### src/rtl/pwm_dac_pkg.sv
package pwm_dac_pkg;
    typedef enum logic {
        FN_PORT = 1'b0,
        FN_PWM  = 1'b1
    } pin_fn_e;
endpackage

### src/rtl/pwm_period_ctr.sv
module pwm_period_ctr #(
    parameter int CNT_W = 9
) (
    input  logic             clk,
    input  logic             rst_n,
    output logic [CNT_W-1:0] cnt,
    output logic             wrap
);
    typedef struct packed {
        logic [CNT_W-1:0] cnt;
    } ctr_state_t;

    ctr_state_t st_d, st_q;

    always_comb begin
        st_d     = st_q;
        st_d.cnt = st_q.cnt + 1'b1;
    end

    always_ff @(posedge clk) begin
        if (!rst_n) st_q <= '0;
        else        st_q <= st_d;
    end

    assign cnt  = st_q.cnt;
    assign wrap = (st_q.cnt == {CNT_W{1'b1}});


    cnt_step_chk: assert property (@(posedge clk) disable iff (!rst_n)
        $past(rst_n) |-> cnt == CNT_W'($past(cnt) + 1'b1));

    cnt_wrap_chk: assert property (@(posedge clk) disable iff (!rst_n)
        wrap |=> cnt == '0);
endmodule

### src/rtl/pwm_dac_chan.sv
module pwm_dac_chan #(
    parameter int DUTY_W = 9
) (
    input  logic              clk,
    input  logic              rst_n,
    input  logic              load,
    input  logic [DUTY_W-1:0] load_val,
    input  logic [DUTY_W-1:0] cnt,
    input  logic              wrap,
    output logic              pwm_low
);
    localparam logic [DUTY_W-1:0] DUTY_MAX = {DUTY_W{1'b1}};

    typedef struct packed {
        logic [DUTY_W-1:0] shadow;
        logic [DUTY_W-1:0] active;
    } chan_state_t;

    chan_state_t st_d, st_q;

    always_comb begin
        st_d = st_q;
        if (wrap) st_d.active = st_q.shadow;
        if (load) st_d.shadow = load_val;
    end

    always_ff @(posedge clk) begin
        if (!rst_n) st_q <= '0;
        else        st_q <= st_d;
    end

    assign pwm_low = (st_q.active == DUTY_MAX) || (cnt < st_q.active);


    act_hold_chk: assert property (@(posedge clk) disable iff (!rst_n)
        (!wrap && $past(rst_n)) |=> $stable(st_q.active));

    act_take_chk: assert property (@(posedge clk) disable iff (!rst_n)
        wrap |=> st_q.active == $past(st_q.shadow));

    zero_duty_chk: assert property (@(posedge clk) disable iff (!rst_n)
        (st_q.active == '0) |-> !pwm_low);

    full_duty_chk: assert property (@(posedge clk) disable iff (!rst_n)
        (st_q.active == DUTY_MAX) |-> pwm_low);
endmodule

### src/rtl/pwm_dac4.sv
module pwm_dac4
    import pwm_dac_pkg::*;
#(
    parameter int NCH    = 4,
    parameter int DUTY_W = 9
) (
    input  logic                    clk,
    input  logic                    rst_n,
    input  logic                    duty_wr,
    input  logic [$clog2(NCH)-1:0]  duty_ch,
    input  logic [DUTY_W-1:0]       duty_val,
    input  logic                    func_wr,
    input  logic [NCH-1:0]          func_val,
    input  logic                    port_wr,
    input  logic [NCH-1:0]          port_val,
    output logic [NCH-1:0]          pull_low
);
    localparam int SEL_W = $clog2(NCH);

    typedef struct packed {
        logic [NCH-1:0] func;
        logic [NCH-1:0] port;
    } top_state_t;

    top_state_t st_d, st_q;

    logic [DUTY_W-1:0] cnt;
    logic              wrap;
    logic [NCH-1:0]    pwm_low;

    pwm_period_ctr #(.CNT_W(DUTY_W)) u_ctr (
        .clk  (clk),
        .rst_n(rst_n),
        .cnt  (cnt),
        .wrap (wrap)
    );

    for (genvar i = 0; i < NCH; i++) begin : g_chan
        logic ld;
        assign ld = duty_wr && (duty_ch == SEL_W'(i));
        pwm_dac_chan #(.DUTY_W(DUTY_W)) u_chan (
            .clk     (clk),
            .rst_n   (rst_n),
            .load    (ld),
            .load_val(duty_val),
            .cnt     (cnt),
            .wrap    (wrap),
            .pwm_low (pwm_low[i])
        );
    end

    always_comb begin
        st_d = st_q;
        if (func_wr) st_d.func = func_val;
        if (port_wr) st_d.port = port_val;
    end

    always_ff @(posedge clk) begin
        if (!rst_n) begin
            st_q.func <= {NCH{FN_PORT}};
            st_q.port <= '1;
        end else begin
            st_q <= st_d;
        end
    end

    always_comb begin
        for (int i = 0; i < NCH; i++) begin
            pull_low[i] = (st_q.func[i] == FN_PWM) ? pwm_low[i] : !st_q.port[i];
        end
    end

    for (genvar i = 0; i < NCH; i++) begin : g_chk

        port_hold_chk: assert property (@(posedge clk) disable iff (!rst_n)
            ($past(rst_n) && !func_wr && !port_wr && st_q.func[i] == FN_PORT)
            |=> $stable(pull_low[i]));
    end
endmodule

### config.mk
export PLATFORM = sky130hd
export DESIGN_NAME = pwm_dac4
export DESIGN_NICKNAME = d
export VERILOG_FILES = /design/src/rtl/pwm_dac_pkg.sv /design/src/rtl/pwm_period_ctr.sv /design/src/rtl/pwm_dac_chan.sv /design/src/rtl/pwm_dac4.sv
export SDC_FILE = /design/constraint.sdc
export NUM_CORES = 1
export LEC_CHECK = 0
export BUFFER_PORTS_ARGS = -buffer_cell sky130_fd_sc_hd__buf_2
export CAP_MARGIN = 15
export CORE_MARGIN = 5
export CORE_UTILIZATION = 46
export DETAILED_ROUTE_END_ITERATION = 16
export PLACE_DENSITY = 0.69
export SYNTH_ARGS = -nofsm -noshare
export SYNTH_HDL_FRONTEND = slang
export SYNTH_HIERARCHICAL = 1
export SYNTH_SLANG_ARGS = --single-unit
### constraint.sdc
create_clock -name clk -period 1.9 [get_ports clk]
set_clock_uncertainty 0.05 [all_clocks]
set_input_delay 0 -clock clk [delete_from_list [all_inputs] [get_ports clk]]
set_output_delay 0 -clock clk [all_outputs]
set_load 0.005 [all_outputs]
Word-level counts from Yosys, hierarchy flattened. Cells that the tools add are included.

Register bits after elaboration: 89. Logic and storage cells: 41. Output and inout bits: 4. Input port bits: 24.

Muxes and demuxes: 4. Magnitude comparators: 4. Reduce and logical (&&, ||, !) cells: 13. Add/sub/neg operators: 1. Eq/ne operators: 8.

Operator list (count): $eq 9x9->1 const B (5); $lt 9x9->1 (4); $add 9x1->9 const B (1); $eq 2x2->1 const B (2); $logic_and 1x1->1 (4); $logic_not 1->1 (4); $logic_or 1x1->1 (4); $mux 1 (4); $eq 2x1->1 const B (1); $logic_not 2->1 (1).

Logic depth before layout (Yosys ltp).
Depth in word-level cells: 3. Mapped depth: 8. Mapped depth without buffers: 8.

Hierarchy. Netlist, hierarchy kept.

By module, submodules not included: pwm_dac_chan (cells each 89, times used 4, area each 892.1 um^2, seq. area each 360.3 um^2); pwm_period_ctr (cells each 37, times used 1, area each 374.1 um^2, seq. area each 180.2 um^2); pwm_dac4 (cells each 39, times used 1, area each 361.6 um^2, seq. area each 160.2 um^2).

Worst setup path after synthesis. OpenSTA, ideal clock, no wires.

Path type: flip-flop to flip-flop. Start point: register u_ctr.st_q, in the netlist u_ctr/cnt[1]. End point: register g_chan[0].u_chan/st_q[0] in the netlist's numbering. Path slack: 256 ps. Arrival time: 1478 ps. Period minus slack after synthesis: 1644 ps. Setup time: 116 ps. Data required time: 1734 ps. Stages on the path, launching flop included: 8. Buffers on the path: 1. Cells stage by stage: dfxtp_1 -> ha_1 -> nand3_1 -> nor2_1 -> ha_1 -> buf_2 -> mux2i_1 -> nor2b_1.

Word-level cells in the longest chain between the ends: 1.

RTL lines: start: declaration (RTL line pwm_period_ctr.sv:13) `ctr_state_t st_d, st_q;`; start signal: assignment (RTL line pwm_period_ctr.sv:22) `else st_q <= st_d;`; $eq 9x9->1 (RTL line pwm_period_ctr.sv:26) `assign wrap = (st_q.cnt == {CNT_W{1'b1}});`; named net wrap (RTL line pwm_dac4.sv:28) `logic wrap;`; end signal: assignment (RTL line pwm_dac_chan.sv:29) `else st_q <= st_d;`; end: declaration (RTL line pwm_dac_chan.sv:19) `chan_state_t st_d, st_q;`.

The timed path passes the listed nets, and every way through them passes these cells. A chain may end at the register's enable or synchronous reset.

Final worst setup path.
Start point: register u_ctr.st_q, in the netlist u_ctr/cnt[4]. End point: output pull_low[3].

Word-level cells in the longest chain between the ends: 3.

RTL lines: $lt 9x9->1 (RTL line pwm_dac_chan.sv:32) `assign pwm_low = (st_q.active == DUTY_MAX) || (cnt < st_q.active);`; $logic_or 1x1->1 (RTL line pwm_dac_chan.sv:32); named net pwm_low[3] (RTL line pwm_dac4.sv:29) `logic [NCH-1:0] pwm_low;`; $mux 1 (RTL line pwm_dac4.sv:69) `pull_low[i] = (st_q.func[i] == FN_PWM) ? pwm_low[i] : !st_q.port[i];`; end: declaration (RTL line pwm_dac4.sv:16) `output logic [NCH-1:0] pull_low`.

The timed path passes the listed nets, and every way through them passes these cells.

==> results.cfg <==
[synthesis]
async_flop_share_pct = 0
yosysTopAreaCell = dfxtp_1
synth_top_area_share_pct = 41.40
syn_inst = 432
synth_warnings = 6
synth_common_cells = 89 x dfxtp_1, 80 x mux2i_1, 77 x nor2b_1, 34 x ha_1, 24 x inv_1
avgSynthCellArea_um2 = 9.963
synth_cell_types = 30
synth_area_um2 = 4304
yosys_most_used_dff = dfxtp_1
synth_fp_nets = 490
seq_area_frac_synth_pct = 41.40
yosysMostFrequentCell = dfxtp_1
synth-edff-count = 0
synth-seq-cells = 89
yosys-top-cells-area = dfxtp_1 41%, mux2i_1 19%, nor2b_1 11%

[timing]
worstMarginPinSlew_ns = 0.6774
rsz0062_at_grt = yes
tns_ns = -0.05774
fin_crit_ns = 1.958
setup_ws_ns = -0.05774
hold_viol = 0
max_freq_mhz = 510.8
finalCritPeriodShare_pct = 103.0
drv_slew = 0
setup_viol = 1
max-slew-margin-rel_pct = 54.84

[clock_network]
clkTransAtPathRegs_ns = 0.10
h-tree-depth = 3
clk_latency_ns = 0.37
clock_sinks = 89
cts_tree = done
cts_root_buf = clkbuf_8
cts_max_path_buffers = 2
cts-buffers-inserted = 9

[grt]
grt_max_degree = 59
top_usage_layer = met2
overflow = 0
grt_use_met3_pct = 3.612
grt_pass1_wl_mm = 15.86
use_met1_pct = 23.02
grt.total_usage_pct = 17.70
antenna_found_initial = 0
grt_pass1_vias = 3277
gr-usage-met2_pct = 29.54

[critical_path]
cpPeakStageDelay_ns = 0.35
r2r_slack_ns = 0.12
path_common_cell = o21ai_1
crit_fanout = 7
worstPathCellList = buf_6 -> ha_1 -> a21oi_1 -> o21ai_1 -> a21oi_2 -> nand2_1 -> o21ai_1 -> buf_2
crit_path_end_kind = primary output
crit_path_start_kind = register
cp_data_arrival_time_ns = 1.91
timing.rr.start = st_q[3]
worstSetupPathType = register to primary output
crit_slowest_cell = dfxtp_2
reg2reg_depth = 4
crit_required_ns = 1.85
rr_endpoint = st_q[3]

[power_and_ir_drop]
ir_drop_mv = 0.3387
power.leakage_nw = 1.931
p_total_w = 0.003561
power_density_nw_per_um2 = 677.8

[hold_path]
min_from = rst_n
min_to = g_chan[3].u_chan/st_q[6]
min_path_cells = 2
hp-class = primary input to register

[placed_design]
gp_congestion = 0.7584
dp_hpwl_mm = 6.503
port_buffers = 27

[detailed_routing]
drt-initial-drc-count = 179
dr.pass1.iters = 4
drtAntennaViolNets = 0
finalWirelength_mm = 9.453
drc_errors = 0
drt-vias-per-instance = 5.126
wl_per_cell_um = 15.32
vias = 3163

[status]
violations = setup timing
status = finished with violations

[die]
rows = 35
fp.coreArea_um2 = 9196
dieHeight_um = 106.7
die_w_um = 106.7
die_area_um2 = 11390
initial_core_util_pct = 46.80
io_pins = 28

[finish]
num-nets-final = 559
area_growth_pct = 22.06
drive_gt1_share_pct = 20.55
n_antenna_cell = 0

[run]
maxCapViolations = 0
==> per-stage QoR <==
| step | std cells | cell area [um2] | utilization [%] | hold WS, ns | setup WS [ns] |
|---|---|---|---|---|---|
| after floorplan | 432 | 4304 | - | 0.01194 | 0.2562 |
| after global placement | 569 | 4649 | 50.56 | 0.1687 | 0.06673 |
| after detailed placement | 569 | 4649 | 50.56 | 0.1759 | 0.06004 |
| after CTS | 617 | 5244 | 57.02 | 0.08682 | -0.04583 |
| after global routing | 617 | 5254 | 57.13 | 0.1188 | -0.1856 |
| final | 617 | 5254 | 57.13 | 0.09353 | -0.05774 |
==> worst max-delay path: cells and delay by family (launching register included) <==
kind,cells,cell delay (ns)
adders and majority gates,1,0.30
buffers and inverters,2,0.28
DFF,1,0.35
AOI/OAI and AO/OA,4,0.54
and+or+nand+nor,1,0.07
==> cell families (layout without fill, tap and decap cells) <==
| group | after synthesis | after routing | share of synthesized area (%) |
|---|---|---|---|
| multiplexers | 80 | 80 | 18.60 |
| AO/OA/AOI/OAI | 42 | 42 | 5.639 |
| adder cells (fa/ha/maj) | 34 | 34 | 9.884 |
| AND/OR/NAND/NOR | 138 | 138 | 19.42 |
| buffers and inverters | 46 | 120 | 4.448 |
| XOR/XNOR | 3 | 3 | 0.6106 |
| flip-flops | 89 | 89 | 41.40 |
==> metal layers <==
metal | vias to the layer above | wire, um | part of all wire (%)
met5 | - | 0 | 0
met4 | 0 | 116 | 1.2
met3 | 10 | 324 | 3.4
met2 | 54 | 4394 | 46
met1 | 1484 | 4617 | 49
li1 | 1615 | - | -
==> cells in the final DEF (no fill, tap or decap), drive strengths merged, types with 3 or more instances in the layout <==
cell type    netlist  routed
dfxtp             89      89
mux2i             80      80
nor2b             77      77
buf                9      44
inv               32      36
ha                34      34
dlygate4sd3        0      28
a21oi             16      16
nand2             15      15
nand3             12      12
o21ai             11      11
clkbuf             5       9
nand4              9       9
a21o               8       8
nor2               6       6
and2               5       5
nand2b             4       4
nor4               4       4
a31oi              4       4
or3                3       3
a21boi             3       3
clkinv             0       3
==> worst max path at each step <==
stage                  from                        to  slack, ns  depth (start not counted)
6_report       u_ctr/cnt[4]               pull_low[3]      -0.06                          8
5_1_grt        u_ctr/cnt[2]               pull_low[3]      -0.19                          8
4_1_cts        u_ctr/cnt[2]               pull_low[1]      -0.05                          8
3_5_place_dp   u_ctr/cnt[2]               pull_low[0]       0.06                          8
3_3_place_gp   u_ctr/cnt[2]               pull_low[3]       0.07                          8
2_1_floorplan  u_ctr/cnt[1]  g_chan[0].u_chan/st_q[0]       0.26                          7
==> cell type report <==
class	count	area (um2)
sequential	89	1804
multi-input combinational	297	2409
timing repair buffer	72	584.3
clock buffer	9	123.9
tap	111	138.9
fill	796	3943
inverter	32	120.1
clock inverter	7	73.82
==> what timing repair did <==
action,CTS,global route
resized for setup,28,10
pin swaps,12,11
setup endpoints to repair,4,4
hold buffers,28,0
buffers inserted,5,0
hold endpoints to repair,44,0
==> registers in the layout, summed over array words and instances (netlist names) <==
| register | cells |
|---|---|
| g_chan.u_chan/st_q | 72 |
| st_q | 8 |
| u_ctr/cnt | 9 |
==> power by group <==
group | switching (W) | total, W | internal, W
registers | 0.0000302 | 0.00194 | 0.00191
clock network | 0.000765 | 0.00128 | 0.000519
logic | 0.000148 | 0.000341 | 0.000194
total | 0.000943 | 0.00356 | 0.00262
No activity file was read; power rests on OpenSTA's default activity.
